$ cat config.mk
export PLATFORM = sky130hd
export DESIGN_NAME = sfe_engine
export DESIGN_NICKNAME = d
export VERILOG_FILES = /design/src/rtl/sfe_pkg.sv /design/src/rtl/sfe_spi_shift.sv /design/src/rtl/sfe_seq.sv /design/src/rtl/sfe_engine.sv
export SDC_FILE = /design/constraint.sdc
export NUM_CORES = 1
export LEC_CHECK = 0
export BUFFER_PORTS_ARGS = -buffer_cell sky130_fd_sc_hd__buf_2
export CAP_MARGIN = 20
export CORE_UTILIZATION = 39
export DETAILED_ROUTE_END_ITERATION = 6
export PLACE_DENSITY = 0.62
export SYNTH_ARGS = -nofsm -noshare
export SYNTH_HDL_FRONTEND = slang
export SYNTH_HIERARCHICAL = 1
export SYNTH_SLANG_ARGS = --single-unit
$ cat constraint.sdc
create_clock -name clk -period 4.9 [get_ports clk]
set_input_delay 0.49 -clock clk [delete_from_list [all_inputs] [get_ports clk]]
set_output_delay 0.49 -clock clk [all_outputs]
set_load 0.1 [all_outputs]
$ cat src/rtl/sfe_pkg.sv
package sfe_pkg;

    typedef enum logic [1:0] {
        KIND_WRITE = 2'd0,
        KIND_READ  = 2'd1,
        KIND_MEAS  = 2'd2,
        KIND_SPARE = 2'd3
    } kind_e;

    typedef struct packed {
        kind_e       kind;
        logic [4:0]  addr;
        logic [7:0]  data;
        logic [1:0]  chan;
    } req_t;

    localparam int          FRAME_W   = 32;
    localparam logic [7:0]  CRC_POLY  = 8'h97;
    localparam logic [1:0]  OP_WRITE  = 2'b01;
    localparam logic [1:0]  OP_FETCH  = 2'b11;
    localparam logic [31:0] FETCH_RAW = 32'hC000_0000;

    // Unsealed command word: check bit and CRC byte left at zero.
    function automatic logic [31:0] raw_cmd(input logic [1:0] op, input logic sen,
                                            input logic [4:0] addr, input logic [7:0] data);
        return {op, sen, 1'b0, 2'b00, addr, data, 13'd0};
    endfunction

    // Bitwise MSB-first CRC over the 24 low bits.
    function automatic logic [7:0] crc_24(input logic [23:0] bits);
        logic [7:0] c;
        logic       fb;
        c = 8'h00;
        for (int i = 23; i >= 0; i--) begin
            fb = c[7] ^ bits[i];
            c  = {c[6:0], 1'b0};
            if (fb) c = c ^ CRC_POLY;
        end
        return c;
    endfunction

    function automatic logic [31:0] seal(input logic [31:0] raw);
        logic [31:0] w;
        w       = raw;
        w[28]   = ^raw[23:0];
        w[7:0]  = crc_24(raw[23:0]);
        return w;
    endfunction

endpackage

$ cat src/rtl/sfe_spi_shift.sv
module sfe_spi_shift #(
    parameter int CLK_DIV = 128
) (
    input  logic        clk,
    input  logic        rst,
    input  logic        start,
    input  logic [31:0] tx_word,
    input  logic        miso,
    output logic        busy,
    output logic        done,
    output logic [31:0] rx_word,
    output logic        sck,
    output logic        mosi,
    output logic        cs_n
);
    localparam int HALF  = CLK_DIV / 2;
    localparam int DIV_W = $clog2(CLK_DIV);

    typedef enum logic [1:0] {SH_IDLE, SH_SHIFT, SH_TAIL, SH_GUARD} sh_st_e;

    sh_st_e           st;
    logic [DIV_W-1:0] div;
    logic [4:0]       bit_idx;
    logic [31:0]      sreg;

    assign busy = (st != SH_IDLE);
    assign mosi = sreg[31];

    always_ff @(posedge clk) begin
        if (rst) begin
            st      <= SH_IDLE;
            div     <= '0;
            bit_idx <= '0;
            sreg    <= '0;
            rx_word <= '0;
            sck     <= 1'b0;
            cs_n    <= 1'b1;
            done    <= 1'b0;
        end else begin
            done <= 1'b0;
            case (st)
                SH_IDLE: if (start) begin
                    sreg    <= tx_word;
                    cs_n    <= 1'b0;
                    div     <= '0;
                    bit_idx <= '0;
                    st      <= SH_SHIFT;
                end
                SH_SHIFT: if (div == DIV_W'(HALF - 1)) begin
                    div <= '0;
                    sck <= ~sck;
                    if (!sck) begin
                        rx_word <= {rx_word[30:0], miso};
                    end else if (bit_idx == 5'd31) begin
                        st <= SH_TAIL;
                    end else begin
                        sreg    <= {sreg[30:0], 1'b0};
                        bit_idx <= bit_idx + 5'd1;
                    end
                end else begin
                    div <= div + 1'b1;
                end
                SH_TAIL: if (div == DIV_W'(HALF - 1)) begin
                    div  <= '0;
                    cs_n <= 1'b1;
                    st   <= SH_GUARD;
                end else begin
                    div <= div + 1'b1;
                end
                default: if (div == DIV_W'(CLK_DIV - 1)) begin
                    div  <= '0;
                    done <= 1'b1;
                    st   <= SH_IDLE;
                end else begin
                    div <= div + 1'b1;
                end
            endcase
        end
    end

    // no clock activity and no selection while idle
    assert_idle_quiet_R6: assert property (@(posedge clk) disable iff (rst)
        (st == SH_IDLE) |-> (cs_n && !sck));
    // SCK rests low whenever the sensor is deselected
    assert_sck_low_deselected_R6: assert property (@(posedge clk) disable iff (rst)
        cs_n |-> !sck);
    // a frame ends only after all 32 bits
    assert_full_frame_R6: assert property (@(posedge clk) disable iff (rst)
        $rose(cs_n) |-> (bit_idx == 5'd31));

endmodule

$ cat src/rtl/sfe_seq.sv
module sfe_seq
    import sfe_pkg::*;
#(
    parameter int STARTUP_CYCLES = 10000,
    parameter int GAP_CYCLES     = 2000
) (
    input  logic        clk,
    input  logic        rst,
    input  logic        req_valid,
    input  req_t        req,
    output logic        req_ready,
    output logic        done,
    output logic [15:0] result,
    output logic        xfer_start,
    output logic [31:0] xfer_word,
    input  logic        xfer_busy,
    input  logic        xfer_done,
    input  logic [31:0] xfer_rx
);
    localparam int CNT_MAX = (STARTUP_CYCLES > GAP_CYCLES) ? STARTUP_CYCLES : GAP_CYCLES;
    localparam int CNT_W   = $clog2(CNT_MAX + 1);

    typedef enum logic [2:0] {
        P_BOOT, P_INIT_WAIT, P_IDLE, P_CMD_WAIT, P_GAP, P_FETCH_WAIT
    } ph_e;

    ph_e              ph;
    req_t             cur;
    logic [CNT_W-1:0] cnt;
    logic             init_seen;
    logic             two_frame;

    assign req_ready = (ph == P_IDLE);
    assign two_frame = (cur.kind == KIND_READ) || (cur.kind == KIND_MEAS);

    function automatic logic [31:0] cmd_for(input req_t r);
        case (r.kind)
            KIND_MEAS: return seal(raw_cmd(r.chan, 1'b1, 5'd0, 8'd0));
            KIND_READ: return seal(raw_cmd(OP_FETCH, 1'b0, r.addr, 8'd0));
            default:   return seal(raw_cmd(OP_WRITE, 1'b0, r.addr, r.data));
        endcase
    endfunction

    always_ff @(posedge clk) begin
        if (rst) begin
            ph         <= P_BOOT;
            cur        <= '0;
            cnt        <= '0;
            init_seen  <= 1'b0;
            done       <= 1'b0;
            result     <= '0;
            xfer_start <= 1'b0;
            xfer_word  <= '0;
        end else begin
            done       <= 1'b0;
            xfer_start <= 1'b0;
            case (ph)
                P_BOOT: if (cnt == CNT_W'(STARTUP_CYCLES - 1)) begin
                    cnt        <= '0;
                    xfer_start <= 1'b1;
                    xfer_word  <= seal(raw_cmd(OP_WRITE, 1'b0, 5'd0, 8'h01));
                    ph         <= P_INIT_WAIT;
                end else begin
                    cnt <= cnt + 1'b1;
                end
                P_INIT_WAIT: if (xfer_done) begin
                    init_seen <= 1'b1;
                    ph        <= P_IDLE;
                end
                P_IDLE: if (req_valid) begin
                    cur        <= req;
                    xfer_start <= 1'b1;
                    xfer_word  <= cmd_for(req);
                    ph         <= P_CMD_WAIT;
                end
                P_CMD_WAIT: if (xfer_done) begin
                    if (two_frame) begin
                        cnt <= '0;
                        ph  <= P_GAP;
                    end else begin
                        done   <= 1'b1;
                        result <= '0;
                        ph     <= P_IDLE;
                    end
                end
                P_GAP: if (cnt == CNT_W'(GAP_CYCLES - 1)) begin
                    cnt        <= '0;
                    xfer_start <= 1'b1;
                    xfer_word  <= seal(FETCH_RAW);
                    ph         <= P_FETCH_WAIT;
                end else begin
                    cnt <= cnt + 1'b1;
                end
                default: if (xfer_done) begin
                    done <= 1'b1;
                    if (cur.kind == KIND_READ)
                        result <= {8'h00, xfer_rx[20:13]};
                    else
                        result <= {{2{xfer_rx[25]}}, xfer_rx[25:12]};
                    ph <= P_IDLE;
                end
            endcase
        end
    end

    // never offer to take a request while a frame is on the wire
    assert_ready_only_idle_R9: assert property (@(posedge clk) disable iff (rst)
        req_ready |-> !xfer_busy);
    // completion strobe lasts one cycle
    assert_done_single_R9: assert property (@(posedge clk) disable iff (rst)
        done |=> !done);
    // no request accepted before the init write finished
    assert_no_req_before_init_R8: assert property (@(posedge clk) disable iff (rst)
        !init_seen |-> !req_ready);
    // second frame of a two-frame exchange is the fetch word
    assert_fetch_word_R4: assert property (@(posedge clk) disable iff (rst)
        (xfer_start && ph == P_FETCH_WAIT) |-> (xfer_word == FETCH_RAW));
    // measurement command carries channel and sensor-enable
    assert_meas_cmd_R5: assert property (@(posedge clk) disable iff (rst)
        (xfer_start && ph == P_CMD_WAIT && cur.kind == KIND_MEAS)
            |-> (xfer_word[29] && xfer_word[31:30] == cur.chan));

endmodule

$ cat src/rtl/sfe_engine.sv
module sfe_engine
    import sfe_pkg::*;
#(
    parameter int CLK_DIV        = 128,
    parameter int STARTUP_CYCLES = 10000,
    parameter int GAP_CYCLES     = 2000
) (
    input  logic        clk,
    input  logic        rst,
    input  logic        req_valid,
    output logic        req_ready,
    input  logic [1:0]  req_kind,
    input  logic [4:0]  req_addr,
    input  logic [7:0]  req_data,
    input  logic [1:0]  req_chan,
    output logic        done,
    output logic [15:0] result,
    output logic        spi_sck,
    output logic        spi_mosi,
    input  logic        spi_miso,
    output logic        spi_cs_n
);
    req_t        req;
    logic        xfer_start;
    logic [31:0] xfer_word;
    logic        xfer_busy;
    logic        xfer_done;
    logic [31:0] xfer_rx;

    assign req = '{kind: kind_e'(req_kind), addr: req_addr, data: req_data, chan: req_chan};

    sfe_seq #(
        .STARTUP_CYCLES (STARTUP_CYCLES),
        .GAP_CYCLES     (GAP_CYCLES)
    ) u_seq (
        .clk        (clk),
        .rst        (rst),
        .req_valid  (req_valid),
        .req        (req),
        .req_ready  (req_ready),
        .done       (done),
        .result     (result),
        .xfer_start (xfer_start),
        .xfer_word  (xfer_word),
        .xfer_busy  (xfer_busy),
        .xfer_done  (xfer_done),
        .xfer_rx    (xfer_rx)
    );

    sfe_spi_shift #(
        .CLK_DIV (CLK_DIV)
    ) u_shift (
        .clk     (clk),
        .rst     (rst),
        .start   (xfer_start),
        .tx_word (xfer_word),
        .miso    (spi_miso),
        .busy    (xfer_busy),
        .done    (xfer_done),
        .rx_word (xfer_rx),
        .sck     (spi_sck),
        .mosi    (spi_mosi),
        .cs_n    (spi_cs_n)
    );

endmodule

; ---- Yosys cells after proc, flatten, opt, wreduce, memory -nomap -nowiden
; Index checks and enable logic that the tools add are counted.
[classes]
add_sub_neg = 3
eq_ne = 27
mux = 286
bitwise = 60
n_reduce_logical = 25
[ops]
columns = cell, count
row1 = 8-bit 2-to-1 mux, 231
row2 = 5-bit NOT, 46
row3 = 32-bit 2-to-1 mux, 7
row4 = 32-bit one-hot mux with 2 select lines, 2
row5 = 32-bit one-hot mux with 3 select lines, 1
row6 = 16-bit 2-to-1 mux, 4
row7 = 14-bit 2-to-1 mux, 4
row8 = 24-bit XOR reduction, 2
row9 = 14-bit one-hot mux with 3 select lines, 1
row10 = 16-bit one-hot mux with 2 select lines, 1
row11 = 7-bit 2-to-1 mux, 3
row12 = 5-bit 2-to-1 mux, 4
row13 = 3-bit 2-to-1 mux, 6
row14 = "2-bit by 1-bit inequality test with 1-bit output, second input constant", 8
row15 = "14-bit by 1-bit adder with 14-bit output, second input constant", 1
row16 = "14-bit by 11-bit == test with 1-bit output, second input constant", 1
row17 = "14-bit == test, second input constant", 1
row18 = 7-bit one-hot mux with 2 select lines, 1
row19 = 2-bit 2-to-1 mux, 6
row20 = 3-bit one-hot mux with 4 select lines, 1
row21 = 3-bit AND reduction, 4
row22 = 1-bit XOR, 12
row23 = 5-bit one-hot mux with 2 select lines, 1
row24 = 5-bit AND reduction, 2
row25 = 27 further kinds, 51
[totals]
ff_bits = 144
input_bits = 21
out_inout_bits = 21
elab_cells = 416

; ---- Depth between registers and ports, before layout
[logic_depth]
ltp_word = 143
depth_mapped = 9
depth_no_buf = 7

; ---- Modules after synthesis
; Netlist, hierarchy kept.
[by_module_without_submodules]
columns = module, n_inst, cells_per_inst, area_per_inst_um2, seq_area_each_um2
row1 = sfe_spi_shift, 1, 412, 3901.2, 1621.6
row2 = sfe_seq, 1, 383, 3337.0, 1201.2

; ---- Worst setup path after synthesis
; OpenSTA, ideal clock, no wires.
[synth_path]
path_type = register to output
start = register u_seq.ph[2]
end = output port req_ready
arrival_time_ns = 1.814
t_required_ns = 4.410
path_slack_ns = 2.596
stages_incl_launch_ff = 4
path_buffers = 1
path_cell_list = dfxtp_1 -> buf_6 -> nand2b_1 -> nor2_1
[synth_via]
elab_chain_len = 1
[synth_rtl]
columns = item, line_no
row1 = "start, declared", sfe_seq.sv:27  ; ph_e ph;
row2 = "start signal, assigned", sfe_seq.sv:46  ; ph <= P_BOOT;
row3 = "start signal, assigned", sfe_seq.sv:62  ; ph <= P_INIT_WAIT;
row4 = "start signal, assigned", sfe_seq.sv:68  ; ph <= P_IDLE;
row5 = 3-bit by 2-bit == test with 1-bit output, sfe_seq.sv:33  ; assign req_ready = (ph == P_IDLE);
row6 = "end, declared", sfe_engine.sv:11  ; output logic req_ready,
; No other way between the ends.

; ---- Worst setup path in the final report
[layout_path]
start = register u_shift.div[0]
end = register u_shift.rx_word[12]
[layout_via]
elab_chain_len = 2
[layout_rtl]
columns = item, line_no
row1 = "start, declared", sfe_spi_shift.sv:22  ; logic [DIV_W-1:0] div;
row2 = "start signal, assigned", sfe_spi_shift.sv:61  ; div <= div + 1'b1;
row3 = "start signal, assigned", sfe_spi_shift.sv:68  ; div <= div + 1'b1;
row4 = "start signal, assigned", sfe_spi_shift.sv:75  ; div <= div + 1'b1;
row5 = 7-bit by 6-bit == test with 1-bit output, sfe_spi_shift.sv:49  ; SH_SHIFT: if (div == DIV_W'(HALF - 1)) begin
row6 = 3-bit AND reduction (no source line), --
row7 = "end signal, assigned", sfe_spi_shift.sv:53  ; rx_word <= {rx_word[30:0], miso};
row8 = "end, declared", sfe_spi_shift.sv:11  ; output logic [31:0] rx_word,
; No other way between the ends.
; A chain may end at the register's enable or synchronous reset.

==> run summary <==
The fraction of power consumed by combinational cells came out at 0.273. The remaining routing DRC violations came out at 0. The path class of the tightest hold or removal check is in -> reg. The signal on the critical path passes through ha_1, nand4_1, or4_1, nand2_1, a21oi_1. Setup repair after global routing left no endpoint under its margin.

The synthesized area came out at 7040 sq um. The worst setup path is launched from a flop. Data on the critical path is required at its endpoint by 5.19 ns.

The standby leakage power came out at 2.66 nW. The total core area came out at 17,500 sq um. Setup violations remaining at the end of the flow were counted as 0.

The CTS tree is built. Of the total power, the share spent switching nets is 0.331. The area of the die came out at 18,600 sq um. The H-tree depth came out at 4.

The average wire per cell in the routed design is 14.8 um. The total stage count of the critical path came out at 5. The run finished with clean final reports. The clock tree root buffer cell is clkbuf_16. The ratio of routed vias to standard cells is 5.33. Between clock sinks in the finished design, the worst skew comes to 0.00743 ns. Final hold analysis gives a worst-case slack of 0.311 ns. The number of maximum-capacitance constraint violations came out at 0. The fraction of final layout cells with drive strength greater than 1 came out at 0.206. Along the worst hold path, the cell count comes to 3. The HPWL after detailed placement came out at 9710 um. IR analysis of the VDD net gives a maximum drop of 0.310 mV. Compared with the post-synthesis result, the final layout area differs by 10.6%. The boundary pin count is 42. The peak clock frequency supported by timing is 0.386 GHz. The first global-routing pass estimated 25,300 um of wire. The floorplan has 48 rows. The all-layer global routing usage came out at 0.173.

The clock share of power came out at 0.353. Of the available clock period, the critical path in the final layout requires 0.529. Among all stages on the critical path, the largest delay is contributed by or4_1. The hold violation count in the final report came out at 0.

The first-pass detailed-route iteration total is 5. The design internal power came out at 2.30 mW. The post-CTS repair timing setup buffer count came out at 0.

The number of vias after detailed routing came out at 5,385. The effective utilization at floorplan is 0.403. The power per cell area came out at 442 nW/um^2.

The worst setup path is of the reg -> reg kind. The total number of clock tree sinks came out at 135. The final setup TNS is 0 ns.

The number of design-rule violations left by the first detailed-router iteration came out at 325. The number of global-route vias before repair is 5,089. The maximum fanout along the worst path is 27. The smallest clock period supported by the final layout is computed as 2.59 ns. Counting along the longest clock path gives a buffer depth of 2.

For this design, the CTS-stage hold fixing added 0 buffers. The insertion delay to the later sink of the worst-skew pair came out at 0.42 ns. The worst setup path is captured at a flop. The worst max-slew margin expressed relative to the limit came out at 0.288. The final-report max-slew violation count came to 0. The final-stage net count came out at 805. The actual transition at the worst max-transition pin came out at 1.07 ns. The post-synthesis cell count is 770. The buffer and inverter count on the worst path came out at 0. The number of antenna violations at the first check in global routing is 1. The arrival time of the worst setup path came out at 2.88 ns. Clock-pin slew was measured on the worst setup and hold paths at 0.06 ns. The cell family contributing the most delay on the critical path is simple AND/OR/NAND/NOR gates. Measured in cells, the most critical reg-to-reg path has a length of 5. In this run the tool buffered the top-level ports with 41 buffer cells. The pin count of the biggest net entering global routing is 67. The biggest cell delay along the critical path came out at 1.07 ns.

The total congestion overflow after global routing is 0. The share of total power dissipated in sequential elements is 0.374. The quantity of gates resized following cts is 0.

The last weighted congestion value of the routability-driven placer came out at 0.772. The total CTS buffers came out at 17. The count of synthesis-stage warnings from yosys came out at 6. In this run the mean area of a mapped cell was 9.14 sq um. For this design the total switching power over the nets is 1.14 mW. The height of the die came out at 136 um. The final layout contains routed wiring with a total length of 15,000 um. From left edge to right edge, the die measures 136 um. The count of antenna-violating nets left after detailed routing is 0.
tightest hold or removal path, stage by stage:
cell and delay (ns):
buf_2 0.08, a22oi_1 0.05, nor2_1 0.07
flip-flops by register name, summed over array words and instances, names as in the netlist, 2 cells and up:
| name | flops |
|---|---|
| u_shift/div | 7 |
| u_seq/ph | 3 |
| u_shift/st | 2 |
| u_seq/cnt | 14 |
| u_shift/rx_word | 26 |
| u_seq/xfer_word | 25 |
| u_seq/result | 14 |
| u_shift/sreg | 32 |
| u_seq/cur | 2 |
| u_shift/bit_idx | 5 |
stage by stage:
stage / instances / cell area [sq um] / worst slack (ns) / utilization / total power, mW
global placement: 977 / 7200 / 2.05 / 0.412 / 2.23
detailed placement: 977 / 7200 / 1.98 / 0.412 / 2.24
floorplan: 776 / 7060 / 2.60 / - / 2.13
CTS: 1009 / 7760 / 1.97 / 0.444 / 3.47
finish: 1011 / 7780 / 2.31 / 0.445 / 3.44
global route: 1010 / 7780 / 2.06 / 0.445 / 3.61
layout make-up:
cell class	instances	area [sq um]
clock inverters	14	125
inverters	16	60.1
flip-flops and latches	135	2700
clock buffers	18	439
fillers	1689	9690
well taps	225	282
diodes	1	2.50
multi-input cells	552	3880
repair buffers	50	288
metal layers:
metal	global-route usage	wire length [um]	vias up	part of all wire
li1	-	-	2733	-
met1	0.235	7510	2552	0.50
met5	0	0	-	0
met2	0.265	6750	85	0.45
met4	0.0648	199	0	0.013
met3	0.0388	503	15	0.034
power groups by stage:
| stage | Sequential, mW | Combinational, mW | Clock [mW] |
|---|---|---|---|
| after floorplan | 1.32 | 0.814 | 0 |
| after global placement | 1.31 | 0.916 | 0 |
| after detailed placement | 1.31 | 0.927 | 0 |
| after CTS | 1.29 | 0.929 | 1.25 |
| after global routing | 1.30 | 1.02 | 1.29 |
| final | 1.29 | 0.940 | 1.21 |
cell usage in the layout, fill, tap and decap left out, types with 6 or more instances in the layout:
master	count
nor3_1	8
mux2i_1	53
dfxtp_1	135
inv_1	15
clkbuf_16	17
nand2_1	91
conb_1	7
nand4_1	7
buf_2	40
buf_4	9
ha_1	11
xnor2_1	16
and3_1	6
o21ai_0	17
nand3_1	18
a211oi_2	29
a31oi_1	10
a21oi_1	63
a22oi_1	15
and2_1	6
a211oi_1	6
nor2_1	51
xor2_1	8
a21oi_2	32
nand2b_1	13
clkinvlp_4	6
final timing paths:
check,startpoint,endpoint,slack (ns)
worst max-delay path,u_shift/div[0],u_shift/rx_word[12],2.31
worst min-delay path,req_addr[4],u_seq/xfer_word[25],0.31
worst max register to register,u_shift/div[0],u_shift/rx_word[12],2.31
worst min register to register,u_shift/rx_word[4],u_shift/rx_word[5],0.45
No activity file was read; power rests on OpenSTA's default activity.
